$ cat config.mk
export PLATFORM = sky130hd
export DESIGN_NAME = bank_mapper
export DESIGN_NICKNAME = d
export VERILOG_FILES = /design/src/rtl/bank_mapper_pkg.sv /design/src/rtl/bm_bank_reg.sv /design/src/rtl/bm_prog_decode.sv /design/src/rtl/bm_data_decode.sv /design/src/rtl/bank_mapper.sv
export SDC_FILE = /design/constraint.sdc
export NUM_CORES = 1
export LEC_CHECK = 0
export BUFFER_PORTS_ARGS = -buffer_cell sky130_fd_sc_hd__buf_4
export CELL_PAD_IN_SITES_DETAIL_PLACEMENT = 1
export CELL_PAD_IN_SITES_GLOBAL_PLACEMENT = 1
export CORE_ASPECT_RATIO = 2
export CORE_MARGIN = 10
export CORE_UTILIZATION = 35
export CTS_CLUSTER_DIAMETER = 50
export DETAILED_ROUTE_END_ITERATION = 12
export GPL_TIMING_DRIVEN = 0
export PLACE_DENSITY_LB_ADDON = 0.1
export SYNTH_ARGS = -nofsm -noshare
export SYNTH_HDL_FRONTEND = slang
export SYNTH_HIERARCHICAL = 1
export SYNTH_SLANG_ARGS = --single-unit
$ cat constraint.sdc
create_clock -name clk_i -period 3.7 [get_ports clk_i]
set_input_delay 0.555 -clock clk_i [delete_from_list [all_inputs] [get_ports clk_i]]
set_output_delay 0.555 -clock clk_i [all_outputs]
set_load 0.1 [all_outputs]
$ cat src/rtl/bank_mapper_pkg.sv
package bank_mapper_pkg;
  localparam int unsigned ADDR_W    = 16;
  localparam int unsigned DATA_W    = 8;
  localparam int unsigned OFF_W     = 15;
  localparam int unsigned PHYS_W    = 17;
  localparam int unsigned NUM_WIN   = 2;
  localparam int unsigned DCS_W     = 3;
  localparam int unsigned BLK_W     = DATA_W - 1;
  typedef logic [DATA_W-1:0] byte_t;
  typedef logic [BLK_W-1:0]  blk_t;
  typedef enum int unsigned {WIN_PROG = 0, WIN_DATA = 1} win_e;
endpackage

$ cat src/rtl/bm_bank_reg.sv
module bm_bank_reg
  import bank_mapper_pkg::*;
(
  input  logic  clk_i,
  input  logic  rst_ni,
  input  logic  ld_i,
  input  byte_t d_i,
  output byte_t q_o
);
  always_ff @(posedge clk_i or negedge rst_ni) begin
    if (!rst_ni)   q_o <= '0;
    else if (ld_i) q_o <= d_i;
  end
endmodule

$ cat src/rtl/bm_prog_decode.sv
module bm_prog_decode
  import bank_mapper_pkg::*;
#(
  parameter int unsigned NUM_BLK = 3
) (
  input  logic               active_i,
  input  logic               wr_i,
  input  byte_t              bank_i,
  input  logic [OFF_W-1:0]   off_i,
  output logic [NUM_BLK-1:0] cs_o,
  output logic [PHYS_W-1:0]  addr_o,
  output logic               err_o
);
  blk_t blk;
  logic fitted;
  assign blk = bank_i[DATA_W-1:1];

  for (genvar b = 0; b < NUM_BLK; b++) begin : g_cs
    assign cs_o[b] = active_i & ~wr_i & (blk == BLK_W'(b));
  end

  assign fitted = (32'(blk) < NUM_BLK);
  assign addr_o = {1'b0, bank_i[0], off_i};
  // read-only window: any write is an error
  assign err_o  = active_i & (wr_i | ~fitted);
endmodule

$ cat src/rtl/bm_data_decode.sv
module bm_data_decode
  import bank_mapper_pkg::*;
#(
  parameter int unsigned BLK_PER_CHIP = 2,
  parameter int unsigned NUM_BIG      = 2
) (
  input  logic              active_i,
  input  logic              sram2_fitted_i,
  input  byte_t             bank_i,
  input  logic [OFF_W-1:0]  off_i,
  output logic [DCS_W-1:0]  cs_o,
  output logic [PHYS_W-1:0] addr_o,
  output logic              err_o
);
  localparam int unsigned SMALL_BLK = BLK_PER_CHIP * NUM_BIG;

  blk_t blk;
  logic half;
  logic [DCS_W-1:0] hit;
  assign blk  = bank_i[DATA_W-1:1];
  assign half = bank_i[0];

  always_comb begin
    hit    = '0;
    addr_o = {blk[0], half, off_i};
    if (32'(blk) < BLK_PER_CHIP) begin
      hit[0] = 1'b1;
    end else if (32'(blk) < SMALL_BLK) begin
      hit[1] = sram2_fitted_i;
    end else if (32'(blk) == SMALL_BLK) begin
      // small SRAM holds only one 32 KB half
      hit[2] = ~half;
      addr_o = {2'b00, off_i};
    end
  end

  assign cs_o  = active_i ? hit : '0;
  assign err_o = active_i & ~|hit;
endmodule

$ cat src/rtl/bank_mapper.sv
module bank_mapper
  import bank_mapper_pkg::*;
#(
  parameter int unsigned NUM_PROG_BLK     = 3,
  parameter int unsigned PROG_PORT        = 1,
  parameter int unsigned DATA_PORT        = 2,
  parameter bit          FULL_PORT_DECODE = 1'b0
) (
  input  logic                    clk_i,
  input  logic                    rst_ni,
  input  logic [15:0]             cpu_addr_i,
  input  logic [7:0]              cpu_wdata_i,
  input  logic                    mem_rd_i,
  input  logic                    mem_wr_i,
  input  logic                    io_rd_i,
  input  logic                    io_wr_i,
  input  logic                    sram2_fitted_i,
  input  logic [7:0]              mem_rdata_i,
  output logic [7:0]              cpu_rdata_o,
  output logic [NUM_PROG_BLK-1:0] prog_cs_o,
  output logic [2:0]              data_cs_o,
  output logic [16:0]             phys_addr_o,
  output logic                    mem_we_o,
  output logic                    acc_err_o
);
  byte_t bank_q [NUM_WIN];
  logic [NUM_WIN-1:0] port_hit;

  for (genvar w = 0; w < NUM_WIN; w++) begin : g_win
    localparam int unsigned PORT = (w == WIN_PROG) ? PROG_PORT : DATA_PORT;
    if (FULL_PORT_DECODE) begin : g_full
      assign port_hit[w] = (cpu_addr_i == ADDR_W'(PORT));
    end else begin : g_low
      assign port_hit[w] = (cpu_addr_i[7:0] == 8'(PORT));
    end
    bm_bank_reg u_reg (
      .clk_i  (clk_i),
      .rst_ni (rst_ni),
      .ld_i   (io_wr_i & port_hit[w]),
      .d_i    (cpu_wdata_i),
      .q_o    (bank_q[w])
    );
  end

  byte_t prog_bank, data_bank;
  assign prog_bank = bank_q[WIN_PROG];
  assign data_bank = bank_q[WIN_DATA];

  logic mem_acc, in_data;
  assign mem_acc = mem_rd_i | mem_wr_i;
  assign in_data = cpu_addr_i[ADDR_W-1];

  logic [PHYS_W-1:0] p_addr, d_addr;
  logic p_err, d_err;

  bm_prog_decode #(.NUM_BLK(NUM_PROG_BLK)) u_prog (
    .active_i (mem_acc & ~in_data),
    .wr_i     (mem_wr_i),
    .bank_i   (prog_bank),
    .off_i    (cpu_addr_i[OFF_W-1:0]),
    .cs_o     (prog_cs_o),
    .addr_o   (p_addr),
    .err_o    (p_err)
  );

  bm_data_decode u_data (
    .active_i       (mem_acc & in_data),
    .sram2_fitted_i (sram2_fitted_i),
    .bank_i         (data_bank),
    .off_i          (cpu_addr_i[OFF_W-1:0]),
    .cs_o           (data_cs_o),
    .addr_o         (d_addr),
    .err_o          (d_err)
  );

  assign phys_addr_o = in_data ? d_addr : p_addr;
  assign acc_err_o   = p_err | d_err;
  assign mem_we_o    = mem_wr_i & |data_cs_o;

  always_comb begin
    cpu_rdata_o = 8'hFF;
    if (mem_rd_i && !acc_err_o) begin
      cpu_rdata_o = mem_rdata_i;
    end else if (io_rd_i) begin
      for (int w = 0; w < NUM_WIN; w++)
        if (port_hit[w]) cpu_rdata_o = bank_q[w];
    end
  end
endmodule

# After elaboration in Yosys (flattened, before gate mapping)

Index checks and enable logic that the tools add are counted.
W data, S select, Z words.

Latch bits: 0
Flip-flop bits (word level): 16
Memories kept: 0
Input bits: 39
Memory bits (writable): 0
ROM bits: 0
Word-level logic and storage cells: 48

$lt $le $gt $ge: 3
Divide/modulo/power cells: 0
Reduce and logical (&&, ||, !) cells: 6
Add/sub/neg operators: 0
Shift operators: 0
Equal/unequal tests: 5
Muxes and demuxes: 14
Bitwise gates (word level): 18
$mul: 0

Operators by type and width:

| kind                 | count |
|---|---|
| $mux W17             | 4 |
| $mux W8              | 4 |
| $lt A7 B2 Y1 const B | 2 |
| $and A1 B1 Y1        | 11 |
| $eq A8 B1 Y1 const B | 1 |
| $eq A8 B2 Y1 const B | 1 |
| $eq A7 B1 Y1 const B | 1 |
| $eq A7 B2 Y1 const B | 1 |
| $eq A7 B3 Y1 const B | 1 |
| $logic_not A7 Y1     | 1 |
| $lt A7 B3 Y1 const B | 1 |
| $reduce_or A3 Y1     | 2 |
| $mux W1              | 4 |
| $not A1 Y1           | 4 |
| $mux W3              | 1 |
| $or A1 B1 Y1         | 3 |
| $logic_not A1 Y1     | 2 |
| $mux W2              | 1 |
| $logic_and A1 B1 Y1  | 1 |

# Logic depth before layout (Yosys ltp)

Gate-level depths: netlist (run 1).

Depth in word-level cells: 11
Mapped depth: 11
Gate-level depth less buffers: 8

# Modules after synthesis

The synthesis (run 1) kept the hierarchy.

Modules (own cells, without submodules):

| module         | cells each | area each (um^2) | instances | sequential area each (um^2) |
|---|---|---|---|---|
| bm_bank_reg    | 17         | 331.6            | 2         | 200.2 |
| bank_mapper    | 52         | 467.9            | 1         | 0.0 |
| bm_prog_decode | 26         | 212.7            | 1         | 0.0 |
| bm_data_decode | 28         | 202.7            | 1         | 0.0 |

# Worst setup path before layout (run 1)

OpenSTA, ideal clock, no wires.

Path kind: input-to-output
Start point: in cpu_addr_i[15]
End point: out mem_we_o
Stages on the path: 7
Path slack: -0.936 ns
Path buffers: 2
Data arrival time: 4.081 ns
Path through: clkbuf_1 -> buf_1 -> nor2b_1 -> inv_1 -> or3_1 -> nor2_1 -> o31a_1

Cells in the longest elaborated chain, start to end: 4

RTL lines:

| what               | line                 | source |
|---|---|---|
| start: declaration | bank_mapper.sv:11    | `input logic [15:0] cpu_addr_i,` |
| $and A1 B1 Y1      | bank_mapper.sv:67    | `.active_i (mem_acc & in_data),` |
| $mux W3            | bm_data_decode.sv:37 | `assign cs_o = active_i ? hit : '0;` |
| via data_cs_o[0]   | bank_mapper.sv:21    | `output logic [2:0] data_cs_o,` |
| $reduce_or A3 Y1   | bank_mapper.sv:78    | `assign mem_we_o = mem_wr_i & \|data_cs_o;` |
| $and A1 B1 Y1      | bank_mapper.sv:78    |  |
| end: declaration   | bank_mapper.sv:23    | `output logic mem_we_o,` |

The timed path passes the listed nets, and every way through them passes these cells.

# Worst setup path in the final report (run 1)

Start point: reg g_win[1].u_reg.q_o[7]
End point: out cpu_rdata_o[6]

Cells in the longest elaborated chain, start to end: 11
Elaborated cells between the ends (all ways): 15
Classes of those cells: 2 x order compare; 1 x eq/ne; 6 x mux; 2 x bitwise; 4 x reduce/logical

RTL lines:

| what                                                                 | line                 | source |
|---|---|---|
| start: declaration                                                   | bm_bank_reg.sv:8     | `output byte_t q_o` |
| start signal: assignment                                             | bm_bank_reg.sv:12    | `else if (ld_i) q_o <= d_i;` |
| parallel branches: the longest is 4 deep, another holds $lt A7 B3 Y1 | n/a                  |  |
| $reduce_or A3 Y1 (*)                                                 | bm_data_decode.sv:38 | `assign err_o = active_i & ~\|hit;` |
| $logic_not A1 Y1 (*)                                                 | bm_data_decode.sv:38 |  |
| $and A1 B1 Y1 (*)                                                    | bm_data_decode.sv:38 |  |
| via d_err                                                            | bank_mapper.sv:54    | `logic p_err, d_err;` |
| $or A1 B1 Y1 (*)                                                     | bank_mapper.sv:77    | `assign acc_err_o = p_err \| d_err;` |
| $logic_not A1 Y1 (*)                                                 | bank_mapper.sv:82    | `if (mem_rd_i && !acc_err_o) begin` |
| $logic_and A1 B1 Y1 (*)                                              | bank_mapper.sv:82    |  |
| $mux W8 (*)                                                          | bank_mapper.sv:82    |  |
| end: declaration                                                     | bank_mapper.sv:19    | `output logic [7:0] cpu_rdata_o,` |

Mark *: on every way through the listed nets, which the timed path passes.

==> flow_summary.toml, run 1 <==
[placement]
dp_hpwl_microns = 4090
dpl.cell_count = 257
place_congestion = 0.746
portBuffers = 63

[synthesis]
yosysWarnings = 6
synth.avg_cell_area_sq_um = 11.0
ys_top_cells_by_area = "dfrtp_1 26%, buf_4 16%, mux2_4 16%"
synth.largest_area_cell = "dfrtp_1"
synth.yosys.seq_area_share = 0.259
synthesis.nets = 179
netlist_instances = 140
synth.top_cell.area_share = 0.259
ys_ff_latch = 16
netlist_area_sq_um = 1550
yosys.cell_types.count = 35

[sta]
fin_worst_skew_ps = 0
hold_viol = 0
whs_ps = 154
rsz0062_at_grt = "true"
final-setup-viol-count = 0
slew_viol_final = 0
period_share = 0.966
fin_crit_ps = 3570
fmax_mhz = 280

[critical_path]
critPathKind = "flip-flop to primary output"
ff2ff_path_depth = 1
worstReg2RegStart = "g_win[1].u_reg/q_o[3]"
path_max_fanout = 9
r2r_slack_ps = 2780
crit_arrival_ps = 3020
crit_chain = "or4_4 > nor3b_4 > a211oi_2 > or3b_1 > clkbuf_4 > nand4_4 > or2_1 > o221a_1 > buf_12"
critPathMaxStageDelay_ps = 600
crit_family = "simple AND/OR/NAND/NOR gates"
slowest_stage = "or4_4"
required_ps = 3140
endpoint_kind = "primary output"
crit_path_start_kind = "flip-flop"
timing.critical_path.buf_inv = 2
reg2reg_to = "g_win[1].u_reg/q_o[3]"

[cells_and_area]
antenna_cells = 0
ff_latch_area_sq_um = 400
fin_cells = 261
mostFrequentLayoutCells = "90 x buf_4, 17 x mux2_2, 16 x mux2_4, 16 x dfrtp_1, 8 x buf_6"
syn2layout_area_growth_pct = 43.8
num-fill-cells = 503
drive_gt1_frac = 0.749
top_regs = "g_win.u_reg/q_o: 16 flops"
largest_reg_flops = 16
fin_nets = 247
multi_input_area_sq_um = 895
top_register = "g_win.u_reg/q_o"
layout_commonest_cell = "buf_4"

[die]
fp.coreArea_sq_um = 4300
io_pins = 72
rows = 34
die_area_sq_um = 7640
die_h_microns = 114
die_w_microns = 67
initial_core_util = 0.360

[outcome]
status = "finished clean"

[cts]
cts-root-buf = "clkbuf_8"
clk_path_buf_depth = 2
clk_pin_slew_worst_paths_ps = 60
cts_tree = "done"
h-tree-depth = 1
cts_hold_buf = 0
numCtsBuffers = 3
cts_sinks = 16
insertion_delay_ps = 250

[route]
routed-via-count = 1302
ant_nets = 0
routed_wirelength_microns = 4870
viasPerCell = 4.99
first_pass_iters = 4
wl_per_cell_microns = 18.7
drt_iter0_markers = 32
drcViolationCount = 0

[global_route]
use_met1 = 0.116
grt_pass1_wl_microns = 7520
grt_use_met2 = 0.242
grt_max_degree = 17
busiest_layer = "met2"
grt_pass1_vias = 1470
antenna_found_initial = 0
use_met3 = 0.0403
grt_use_total = 0.126
gr-total-overflow = 0

[min_path]
hold_path.class = "input port to asynchronous set/reset pin"

[run]
maxCapViolCount = 0

[power_and_ir_drop]
powerDensity_nw_per_um2 = 325
ir_drop_mv = 0.165
p_leak_nw = 1.07
[area by class of cell]
class,count,area share
multi-input cells,84,0.402
repair buffers,63,0.225
flip-flops and latches,16,0.180
plain buffers,39,0.136
well taps,54,0.0304
clock buffers,4,0.0248
inverters,1,0.00169
[metrics by stage]
step / power [mW] / setup TNS [ps] / util / instance area, sq um / worst slack, ps
2_1_floorplan: 0.476 / 0 / - / 1570 / 24.0
3_3_place_gp: 0.555 / -1430 / 0.490 / 2110 / -211
3_5_place_dp: 0.563 / -2530 / 0.490 / 2110 / -350
4_1_cts: 0.723 / 0 / 0.510 / 2190 / 23.8
5_1_grt: 0.749 / -13.7 / 0.517 / 2220 / -13.7
6_report: 0.722 / 0 / 0.517 / 2220 / 126
[power by group]
| part | internal [mW] | switching (mW) |
|---|---|---|
| registers | 0.183 | 0.0131 |
| logic | 0.126 | 0.245 |
| clock network | 0.0945 | 0.0592 |
[per-layer routing]
metal / up-vias / share of wire
met1: 640 / 0.31
met4: 0 / 0.013
met3: 5 / 0.088
li1: 607 / -
met5: - / 0
met2: 50 / 0.58
[cell usage after synthesis]
library cell / count
nand4_2: 1
inv_1: 1
nand2b_1: 1
buf_4: 32
buf_1: 1
a211oi_1: 2
o32a_1: 3
dfrtp_1: 16
nor2b_1: 2
mux2_2: 17
clkbuf_2: 1
nor2_1: 6
nor3b_1: 2
mux2_4: 16
nor4b_1: 1
and3_1: 2
and3b_1: 1
or3_1: 1
o311a_2: 1
conb_1: 1
nor4b_2: 1
or4_4: 1
a21boi_0: 2
o31a_1: 1
buf_6: 3
nor4_4: 2
nor3b_2: 1
or3b_1: 2
nand3_1: 1
o221a_1: 5
or2_2: 6
clkbuf_1: 2
o21ai_0: 1
or2_1: 1
o21a_1: 3
[cell families after synthesis]
group	Yosys count	share of synthesized area
flops	16	0.259
simple gates	32	0.163
other cells	1	0.00242
buf+inv	40	0.190
mux	33	0.279
compound gates	18	0.106
[repair_timing]
action / in CTS / in global routing
gates cloned: 0 / 0
setup buffers: 0 / 0
gates resized for setup: 9 / 8
endpoints found under the hold margin: 0 / 0
endpoints found under the setup margin: 8 / 8
[how the worst max path moves through the flow]
stage,cells past startpoint,slack [ps],end,from
2_1_floorplan,7,20,mem_we_o,cpu_addr_i[15]
3_3_place_gp,12,-210,cpu_rdata_o[3],cpu_addr_i[15]
3_5_place_dp,12,-350,cpu_rdata_o[5],cpu_addr_i[15]
4_1_cts,12,20,cpu_rdata_o[5],cpu_addr_i[15]
5_1_grt,10,-10,cpu_rdata_o[6],g_win[1].u_reg/q_o[7]
6_report,9,130,cpu_rdata_o[6],g_win[1].u_reg/q_o[7]
Power figures use the tool's default switching activity.
==> run 2: changes to the inputs <==
--- a/config.mk
+++ b/config.mk
@@ -15,6 +15,8 @@
 export DETAILED_ROUTE_END_ITERATION = 12
 export GPL_TIMING_DRIVEN = 0
 export PLACE_DENSITY_LB_ADDON = 0.1
+export REMOVE_ABC_BUFFERS = 1
+export SKIP_LAST_GASP = 1
 export SYNTH_ARGS = -nofsm -noshare
 export SYNTH_HDL_FRONTEND = slang
 export SYNTH_HIERARCHICAL = 1
==> flow_summary.toml, run 2 (same netlist as run 1, synthesis figures left out) <==
[critical_path]
r2r_slack_ps = 2850
required_ps = 3140
path_max_fanout = 9
worstReg2RegStart = "g_win[1].u_reg/q_o[3]"
ff2ff_path_depth = 1
crit_arrival_ps = 3030
endpoint_kind = "primary output"
critPathKind = "flip-flop to primary output"
crit_path_start_kind = "flip-flop"
reg2reg_to = "g_win[1].u_reg/q_o[3]"

[sta]
hold_viol = 0
fin_worst_skew_ps = 0
fmax_mhz = 279
layout_setup_ws_ps = 111
rsz0062_at_grt = "false"
period_share = 0.970
fin_crit_ps = 3590
slew_viol_final = 0
final-setup-viol-count = 0
tightestPinTransition_ps = 1100
slew_headroom = 0.266

[run]
maxCapViolCount = 0

[cts]
h-tree-depth = 1
cts-root-buf = "clkbuf_8"
cts_tree = "done"
insertion_delay_ps = 250
post_cts_buffers = 0
numCtsBuffers = 3
clk_path_buf_depth = 2
cts_hold_buf = 0
clk_pin_slew_worst_paths_ps = 70
cts-resized-gates = 2
cts_sinks = 16

[power_and_ir_drop]
power_switching_mw = 0.313
internal_power_mw = 0.382
clockPowerShare = 0.230
seq_power_share = 0.281
switching_share = 0.451
ir_drop_mv = 0.160
p_leak_nw = 0.926
powerDensity_nw_per_um2 = 357
combPwrFrac = 0.490

[placement]
dp_hpwl_microns = 3870
portBuffers = 71
dpl.cell_count = 227
place_congestion = 0.782
pre_cts_slack_ps = 72.8
dpl-instance-area_sq_um = 1870

[route]
first_pass_iters = 4
drcViolationCount = 0
routed-via-count = 1141
wl_per_cell_microns = 19.8
viasPerCell = 4.94
routed_wirelength_microns = 4570
ant_nets = 0
drt_iter0_markers = 32

[global_route]
grt_max_degree = 20
grt_use_total = 0.122
grt_pass1_wl_microns = 7270
gr-total-overflow = 0
grt_pass1_vias = 1399
antenna_found_initial = 0

[cells_and_area]
antenna_cells = 0
syn2layout_area_growth_pct = 25.9
top_register = "g_win.u_reg/q_o"
fin_cells = 231
ff_latch_area_sq_um = 400
drive_gt1_frac = 0.712
largest_reg_flops = 16
multi_input_area_sq_um = 865
fin_util = 0.453
top_regs = "g_win.u_reg/q_o: 16 flops"
num-fill-cells = 496
layout_commonest_cell = "buf_4"
fin_nets = 217
fin_area_sq_um = 1950
mostFrequentLayoutCells = "68 x buf_4, 17 x mux2_2, 16 x mux2_4, 16 x dfrtp_1"

[die]
die_h_microns = 114
rows = 34
die_area_sq_um = 7640
initial_core_util = 0.360
fp.coreArea_sq_um = 4300
die_w_microns = 67
io_pins = 72

[min_path]
hold_path.class = "input port to asynchronous set/reset pin"

[outcome]
status = "finished clean"
==> run 2: changes by cell type in the layout (fill, tap and decap cells not counted), moves of 2 or more <==
cell,delta
nor3b_2,+2
buf_6,-4
or3b_1,-2
buf_4,-22
nor3b_4,-2
or3b_4,+2
==> run 2: how the worst max path moves through the flow <==
stage / start / to / slack (ps) / cells after the start
6_report: g_win[1].u_reg/q_o[7] / cpu_rdata_o[6] / 110 / 8
2_1_floorplan: g_win[1].u_reg/q_o[7] / mem_we_o / -340 / 4
4_1_cts: g_win[1].u_reg/q_o[7] / cpu_rdata_o[5] / 10 / 8
3_5_place_dp: g_win[1].u_reg/q_o[7] / cpu_rdata_o[5] / 70 / 8
3_3_place_gp: cpu_addr_i[15] / cpu_rdata_o[6] / 110 / 9
5_1_grt: g_win[1].u_reg/q_o[7] / cpu_rdata_o[7] / 1 / 8
==> run 2: area by class of cell <==
type / count / area share
flip-flops and latches: 16 / 0.206
inverters: 1 / 0.00193
clock buffers: 4 / 0.0283
repair buffers: 72 / 0.285
multi-input cells: 84 / 0.444
well taps: 54 / 0.0347
==> run 2: power by group through the flow <==
| stage | Combinational (mW) | Sequential, mW | Clock, mW |
|---|---|---|---|
| after floorplan | 0.251 | 0.194 | 0 |
| after global placement | 0.337 | 0.198 | 0 |
| after detailed placement | 0.341 | 0.199 | 0 |
| after CTS | 0.343 | 0.195 | 0.159 |
| after global routing | 0.357 | 0.197 | 0.168 |
| final | 0.340 | 0.195 | 0.159 |
==> run 2: stage by stage <==
| step | hold WS, ps | setup TNS [ps] | total power, mW |
|---|---|---|---|
| 6_report | 151 | 0 | 0.695 |
| 5_1_grt | 156 | 0 | 0.722 |
| 4_1_cts | 161 | 0 | 0.697 |
| 3_5_place_dp | 430 | 0 | 0.540 |
| 3_3_place_gp | 428 | 0 | 0.535 |
| 2_1_floorplan | 259 | -345 | 0.446 |
==> run 2: per-layer routing <==
metal  global-route usage  up-vias  part of all wire  wire (microns)
met5                    0        -                 0               0
met4               0.0262        0            0.0061              28
met3               0.0639        2              0.11             511
met2                0.214       56              0.53            2430
met1                0.121      535              0.35            1600
li1                     -      548                 -               -
==> run 2: critical path: stages (launching register included) <==
cell and delay [ps]:
dfrtp_1 400, or4_4 580, nor3b_1 320, a211oi_1 110, or3b_4 480, nand4_2 180
or3b_4 230, o221a_1 200, buf_4 290
